File: src/rtl/rwt_pkg.sv
package rwt_pkg;

    localparam int PRE_W_DEF = 7;
    localparam int CNT_W_DEF = 16;
    localparam int SRC_N_DEF = 2;

    // action taken by the loadable counter on a clock edge
    typedef enum logic [1:0] {
        ACT_HOLD = 2'd0,
        ACT_DEC  = 2'd1,
        ACT_LOAD = 2'd2
    } cnt_act_e;

    // width of a select field for n lanes (at least one bit)
    function automatic int sel_width(input int n);
        return (n > 1) ? $clog2(n) : 1;
    endfunction

endpackage

File: src/rtl/rwt_prescaler.sv
module rwt_prescaler #(
    parameter int PRE_W = rwt_pkg::PRE_W_DEF
) (
    input  logic             clk,
    input  logic             rst,
    input  logic             run,
    input  logic             tick,
    output logic [PRE_W-1:0] pre_q,
    output logic             roll
);

    localparam logic [PRE_W-1:0] PRE_TOP = {PRE_W{1'b1}};

    assign roll = run && tick && (pre_q == '0);

    always_ff @(posedge clk) begin
        if (rst) begin
            pre_q <= PRE_TOP;
        end else if (!run || roll) begin
            pre_q <= PRE_TOP;
        end else if (tick) begin
            pre_q <= pre_q - 1'b1;
        end
    end

    // stopped chain sits at top
    assert_idle_top_R2: assert property (@(posedge clk) disable iff (rst)
        !run |=> pre_q == PRE_TOP);

    // one step down per tick while above zero
    assert_pre_step_R4: assert property (@(posedge clk) disable iff (rst)
        (run && tick && pre_q != '0) |=> pre_q == $past(pre_q) - 1'b1);

    // no tick, no motion while running
    assert_pre_hold_R3: assert property (@(posedge clk) disable iff (rst)
        (run && !tick) |=> $stable(pre_q));

endmodule

File: src/rtl/rwt_downcount.sv
module rwt_downcount #(
    parameter int CNT_W = rwt_pkg::CNT_W_DEF
) (
    input  logic             clk,
    input  logic             rst,
    input  logic             run,
    input  logic             roll,
    input  logic [CNT_W-1:0] reload,
    output logic [CNT_W-1:0] cnt_q,
    output logic             terminal
);

    import rwt_pkg::*;

    cnt_act_e act;

    assign terminal = roll && (cnt_q == '0);

    always_comb begin
        if (!run || terminal) begin
            act = ACT_LOAD;
        end else if (roll) begin
            act = ACT_DEC;
        end else begin
            act = ACT_HOLD;
        end
    end

    always_ff @(posedge clk) begin
        if (rst) begin
            cnt_q <= '0;
        end else begin
            unique case (act)
                ACT_LOAD: cnt_q <= reload;
                ACT_DEC:  cnt_q <= cnt_q - 1'b1;
                default:  cnt_q <= cnt_q;
            endcase
        end
    end

    // underflow reloads from the reload input
    assert_reload_on_zero_R5: assert property (@(posedge clk) disable iff (rst)
        (roll && cnt_q == '0) |=> cnt_q == $past(reload));

    // count in progress untouched without a rollover
    assert_cnt_hold_R9: assert property (@(posedge clk) disable iff (rst)
        (run && !roll) |=> $stable(cnt_q));

    // rollover above zero steps the count down
    assert_cnt_step_R4: assert property (@(posedge clk) disable iff (rst)
        (run && roll && cnt_q != '0) |=> cnt_q == $past(cnt_q) - 1'b1);

endmodule

File: src/rtl/rwt_flag.sv
module rwt_flag (
    input  logic clk,
    input  logic rst,
    input  logic set_ev,
    input  logic clr,
    output logic flag_q
);

    always_ff @(posedge clk) begin
        if (rst) begin
            flag_q <= 1'b0;
        end else if (set_ev) begin
            flag_q <= 1'b1;
        end else if (clr) begin
            flag_q <= 1'b0;
        end
    end

    // event wins over clear
    assert_set_wins_R7: assert property (@(posedge clk) disable iff (rst)
        set_ev |=> flag_q);

    // clear alone drops the flag
    assert_clear_R6: assert property (@(posedge clk) disable iff (rst)
        (clr && !set_ev) |=> !flag_q);

    // sticky otherwise
    assert_sticky_R6: assert property (@(posedge clk) disable iff (rst)
        (!clr && !set_ev) |=> $stable(flag_q));

endmodule

File: src/rtl/rwt_wake_timer.sv
module rwt_wake_timer #(
    parameter int PRE_W = rwt_pkg::PRE_W_DEF,
    parameter int CNT_W = rwt_pkg::CNT_W_DEF,
    parameter int SRC_N = rwt_pkg::SRC_N_DEF,
    parameter int SRC_W = rwt_pkg::sel_width(SRC_N)
) (
    input  logic             clk,
    input  logic             rst,
    input  logic [SRC_N-1:0] tick_src,
    input  logic [SRC_W-1:0] tick_sel,
    input  logic             run,
    input  logic [CNT_W-1:0] reload,
    input  logic             irq_en,
    input  logic             wake_en,
    input  logic             flag_clr,
    output logic [CNT_W-1:0] count_o,
    output logic [PRE_W-1:0] prescale_o,
    output logic             flag_o,
    output logic             irq_o,
    output logic             wake_o
);

    logic tick;
    logic roll;
    logic terminal;

    // lane picker; an out-of-range select gives no tick
    always_comb begin
        tick = 1'b0;
        for (int i = 0; i < SRC_N; i++) begin
            if (tick_sel == SRC_W'(i)) begin
                tick = tick_src[i];
            end
        end
    end

    rwt_prescaler #(.PRE_W(PRE_W)) u_pre (
        .clk   (clk),
        .rst   (rst),
        .run   (run),
        .tick  (tick),
        .pre_q (prescale_o),
        .roll  (roll)
    );

    rwt_downcount #(.CNT_W(CNT_W)) u_cnt (
        .clk      (clk),
        .rst      (rst),
        .run      (run),
        .roll     (roll),
        .reload   (reload),
        .cnt_q    (count_o),
        .terminal (terminal)
    );

    rwt_flag u_flag (
        .clk    (clk),
        .rst    (rst),
        .set_ev (terminal),
        .clr    (flag_clr),
        .flag_q (flag_o)
    );

    assign irq_o  = flag_o & irq_en;
    assign wake_o = flag_o & wake_en;

    // requests never raised without the flag
    assert_req_needs_flag_R8: assert property (@(posedge clk) disable iff (rst)
        (irq_o || wake_o) |-> flag_o);

    // the underflow lands the prescaler at top with flag set
    assert_event_state_R5: assert property (@(posedge clk) disable iff (rst)
        terminal |=> (flag_o && prescale_o == {PRE_W{1'b1}}));

    // reset leaves a quiet block
    assert_reset_quiet_R1: assert property (@(posedge clk)
        rst |=> (!flag_o && count_o == '0));

endmodule

File: config.mk
export PLATFORM = sky130hd
export DESIGN_NAME = rwt_wake_timer
export DESIGN_NICKNAME = d
export VERILOG_FILES = /design/src/rtl/rwt_pkg.sv /design/src/rtl/rwt_prescaler.sv /design/src/rtl/rwt_downcount.sv /design/src/rtl/rwt_flag.sv /design/src/rtl/rwt_wake_timer.sv
export SDC_FILE = /design/constraint.sdc
export NUM_CORES = 1
export LEC_CHECK = 0
export BUFFER_PORTS_ARGS = -buffer_cell sky130_fd_sc_hd__buf_2
export CAP_MARGIN = 20
export CELL_PAD_IN_SITES_DETAIL_PLACEMENT = 1
export CELL_PAD_IN_SITES_GLOBAL_PLACEMENT = 1
export CORE_ASPECT_RATIO = 1.5
export CORE_UTILIZATION = 38
export DETAILED_ROUTE_END_ITERATION = 8
export GPL_TIMING_DRIVEN = 1
export PLACE_DENSITY = 0.88
export SKIP_LAST_GASP = 1
export SLEW_MARGIN = 40
export SYNTH_ARGS = -nofsm -noshare
export SYNTH_HDL_FRONTEND = slang
export SYNTH_SLANG_ARGS = --single-unit
File: constraint.sdc
create_clock -name clk -period 3.1 [get_ports clk]
set_clock_uncertainty 0.15 [all_clocks]
set_input_delay 0.31 -clock clk [delete_from_list [all_inputs] [get_ports clk]]
set_output_delay 0.31 -clock clk [all_outputs]
set_load 0.02 [all_outputs]
==> impl_metrics.py <==
metrics = {
    "outcome": {
        "status": "complete, no violations",
    },
    "final_layout": {
        "drive_above_1_share_pct": 30.70,
        "final_core_util_pct": 48.80,
        "finalNonFillerCells": 258,
        "antenna_cells": 0,
        "nets": 245,
        "multi_input_area_um2": 880.8,
        "fin_area_um2": 1780,
        "seq_area_um2": 480.5,
        "final_cell_mix": "buf_2 (50), dfxtp_1 (24), nor3_1 (14), nand2_1 (14), inv_1 (10)",
        "synthToLayoutAreaGrowth_pct": 23.31,
        "layout_commonest_cell": "buf_2",
        "nFillCells": 465,
    },
    "sta": {
        "tightestPinTransition_ns": 0.5501,
        "worst_slack_ns": 0.4481,
        "rsz0062_at_grt": "false",
        "fin_setup_tns_ns": 0,
        "fin_crit_ns": 2.652,
        "max_slew_margin_pct": 62.27,
        "fmax_ghz": 0.3771,
        "holdWs_ns": 0.1673,
        "drv_slew": 0,
        "finalHoldViolCount": 0,
        "post-route-period-util_pct": 85.54,
        "setup_viol_count_final": 0,
    },
    "yosys": {
        "syn_nets": 195,
        "yosysSeqAreaShare_pct": 33.28,
        "async_flop_share_pct": 0,
        "synth_edf_count": 0,
        "synth-seq-cells": 24,
        "synth_cells": 166,
        "syn_area_um2": 1444,
        "ys_warn_count": 0,
        "yosysUniqueCellTypes": 41,
        "ys.flop_type": "dfxtp_1",
        "avgSynthCellArea_um2": 8.698,
    },
    "routing": {
        "vias_per_cell": 5.636,
        "drt-initial-drc-count": 41,
        "drtAntennaViolNets": 0,
        "dr.pass1.iters": 4,
        "via_count": 1454,
        "remaining_drc_errors": 0,
        "drt-total-wl_mm": 4.139,
        "wire_per_inst_um": 16.04,
    },
    "pwr": {
        "finalPower_mw": 0.7135,
        "powerDensity_nw_per_um2": 400.7,
        "p_leak_nw": 0.7534,
        "peakVddDrop_mv": 0.2694,
    },
    "place": {
        "pre_cts_ws_ns": 0.4880,
        "gp_congestion": 0.7630,
        "io_buffers": 50,
        "post_dp_cell_area_um2": 1725,
        "hpwl_mm": 3.190,
        "dp.cells": 254,
    },
    "floorplan": {
        "pin_count": 51,
        "die_w_um": 52.33,
        "start_util_pct": 39.57,
        "core_um2": 3649,
        "row_count": 27,
        "die_height_um": 77.50,
        "die_area_um2": 4055,
    },
    "critical_path": {
        "path_class": "flop to flop",
        "crit_chain": "or3_4 > nor4_4 > and2_1 > buf_4 > a21oi_1 > o221a_2",
        "endpoint_kind": "flop",
        "start_kind": "flop",
        "reg2reg_from": "u_pre.pre_q[3]$_SDFFE_PP1P_",
        "cp_slowest_cell": "and2_1",
        "arrival_ns": 2.66,
        "crit_start": "u_pre.pre_q[3]$_SDFFE_PP1P_",
        "critical-path-max-stage-delay_ns": 0.56,
        "path_max_fanout": 13,
        "worstPathRequired_ns": 3.11,
    },
    "global_route": {
        "track_usage_pct": 21.75,
        "grt_pass1_vias": 1504,
        "grt_pass1_wl_mm": 6.693,
        "grt-ovfl-total": 0,
        "antenna_found_initial": 0,
        "grt_max_degree": 20,
    },
    "cts": {
        "cts_tree": "done",
        "cts_buffers": 3,
        "ctsResizeCount": 0,
        "cts_sinks": 24,
        "worst_skew_pair.late_latency_ns": 0.26,
        "ctsHoldBuffers": 0,
        "clk_pin_slew_ns": 0.08,
        "cts-root-buf": "clkbuf_8",
        "clk_path_buf_depth": 2,
        "cts_setup_buffers": 0,
        "htree_levels": 1,
    },
    "flow_run": {
        "max_cap_viol_count": 0,
    },
    "min_path": {
        "worstHoldStart": "reload[10]",
        "hp-class": "input pin to flop",
    },
}
==> critical path, delay by kind of cell (launching register included) <==
family                 cells  cell delay (ns)
AOI/OAI and AO/OA          2             0.35
buffers and inverters      1             0.30
DFF                        1             0.36
and+or+nand+nor            3             1.38
==> logic make-up (layout without fill, tap and decap cells) <==
group	after synthesis	in the layout	share of synthesized area (%)
compound gates	38	38	21.06
xor+xnor	7	7	4.246
fa+ha+maj	4	4	3.466
buf+inv	18	67	5.719
simple gates	67	67	26.60
mux	8	8	5.633
flops	24	24	33.28
==> final timing paths <==
| path | end | slack, ns | cells past startpoint |
|---|---|---|---|
| max | u_cnt.cnt_q[13]$_SDFFE_PP0P_ | 0.45 | 6 |
| min | u_cnt.cnt_q[10]$_SDFFE_PP0P_ | 0.17 | 2 |
| max reg2reg | u_cnt.cnt_q[13]$_SDFFE_PP0P_ | 0.45 | 6 |
| min reg2reg | u_cnt.cnt_q[6]$_SDFFE_PP0P_ | 0.38 | 2 |
==> cell usage after synthesis (all sizes together), types with 4 or more instances <==
cell type / count / area share [%]
o221a: 5 / 3.9
o32ai: 5 / 3.0
ha: 4 / 3.5
inv: 10 / 2.6
nor2: 9 / 2.3
dfxtp: 24 / 33
or3: 6 / 2.9
nor3: 14 / 4.9
mux2i: 7 / 4.9
a21oi: 8 / 2.8
nor4: 4 / 3.6
xnor2: 5 / 3.0
a211oi: 4 / 2.1
and2: 6 / 2.6
clkbuf: 4 / 1.0
buf: 4 / 2.1
nand2: 14 / 3.6
==> where the power goes <==
part	internal [mW]	leakage, nW	switching [mW]	total [mW]
combinational	0.0645	0.527	0.0916	0.156
clock	0.113	0.0288	0.0994	0.213
sequential	0.323	0.198	0.0217	0.345
==> routing by layer <==
layer | routed length, µm | track usage, % | share of wire [%]
met1 | 1600 | 22.91 | 39
met4 | 48 | 9.737 | 1.2
met3 | 186 | 2.549 | 4.5
met2 | 2302 | 40.51 | 56
met5 | 0 | 0 | 0
==> layout make-up <==
type / instances / area share (%)
Timing Repair Buffer: 53 / 15.32
Clock buffer: 4 / 3.092
Multi-Input combinational cell: 124 / 49.47
Inverter: 10 / 2.108
Sequential cell: 24 / 26.99
Tap cell: 43 / 3.022
==> sequential cells by signal (all words and copies together), names as in the netlist <==
name           cells
u_flag.flag_q      1
u_pre.pre_q        7
u_cnt.cnt_q       16
No activity file was read; power rests on OpenSTA's default activity.
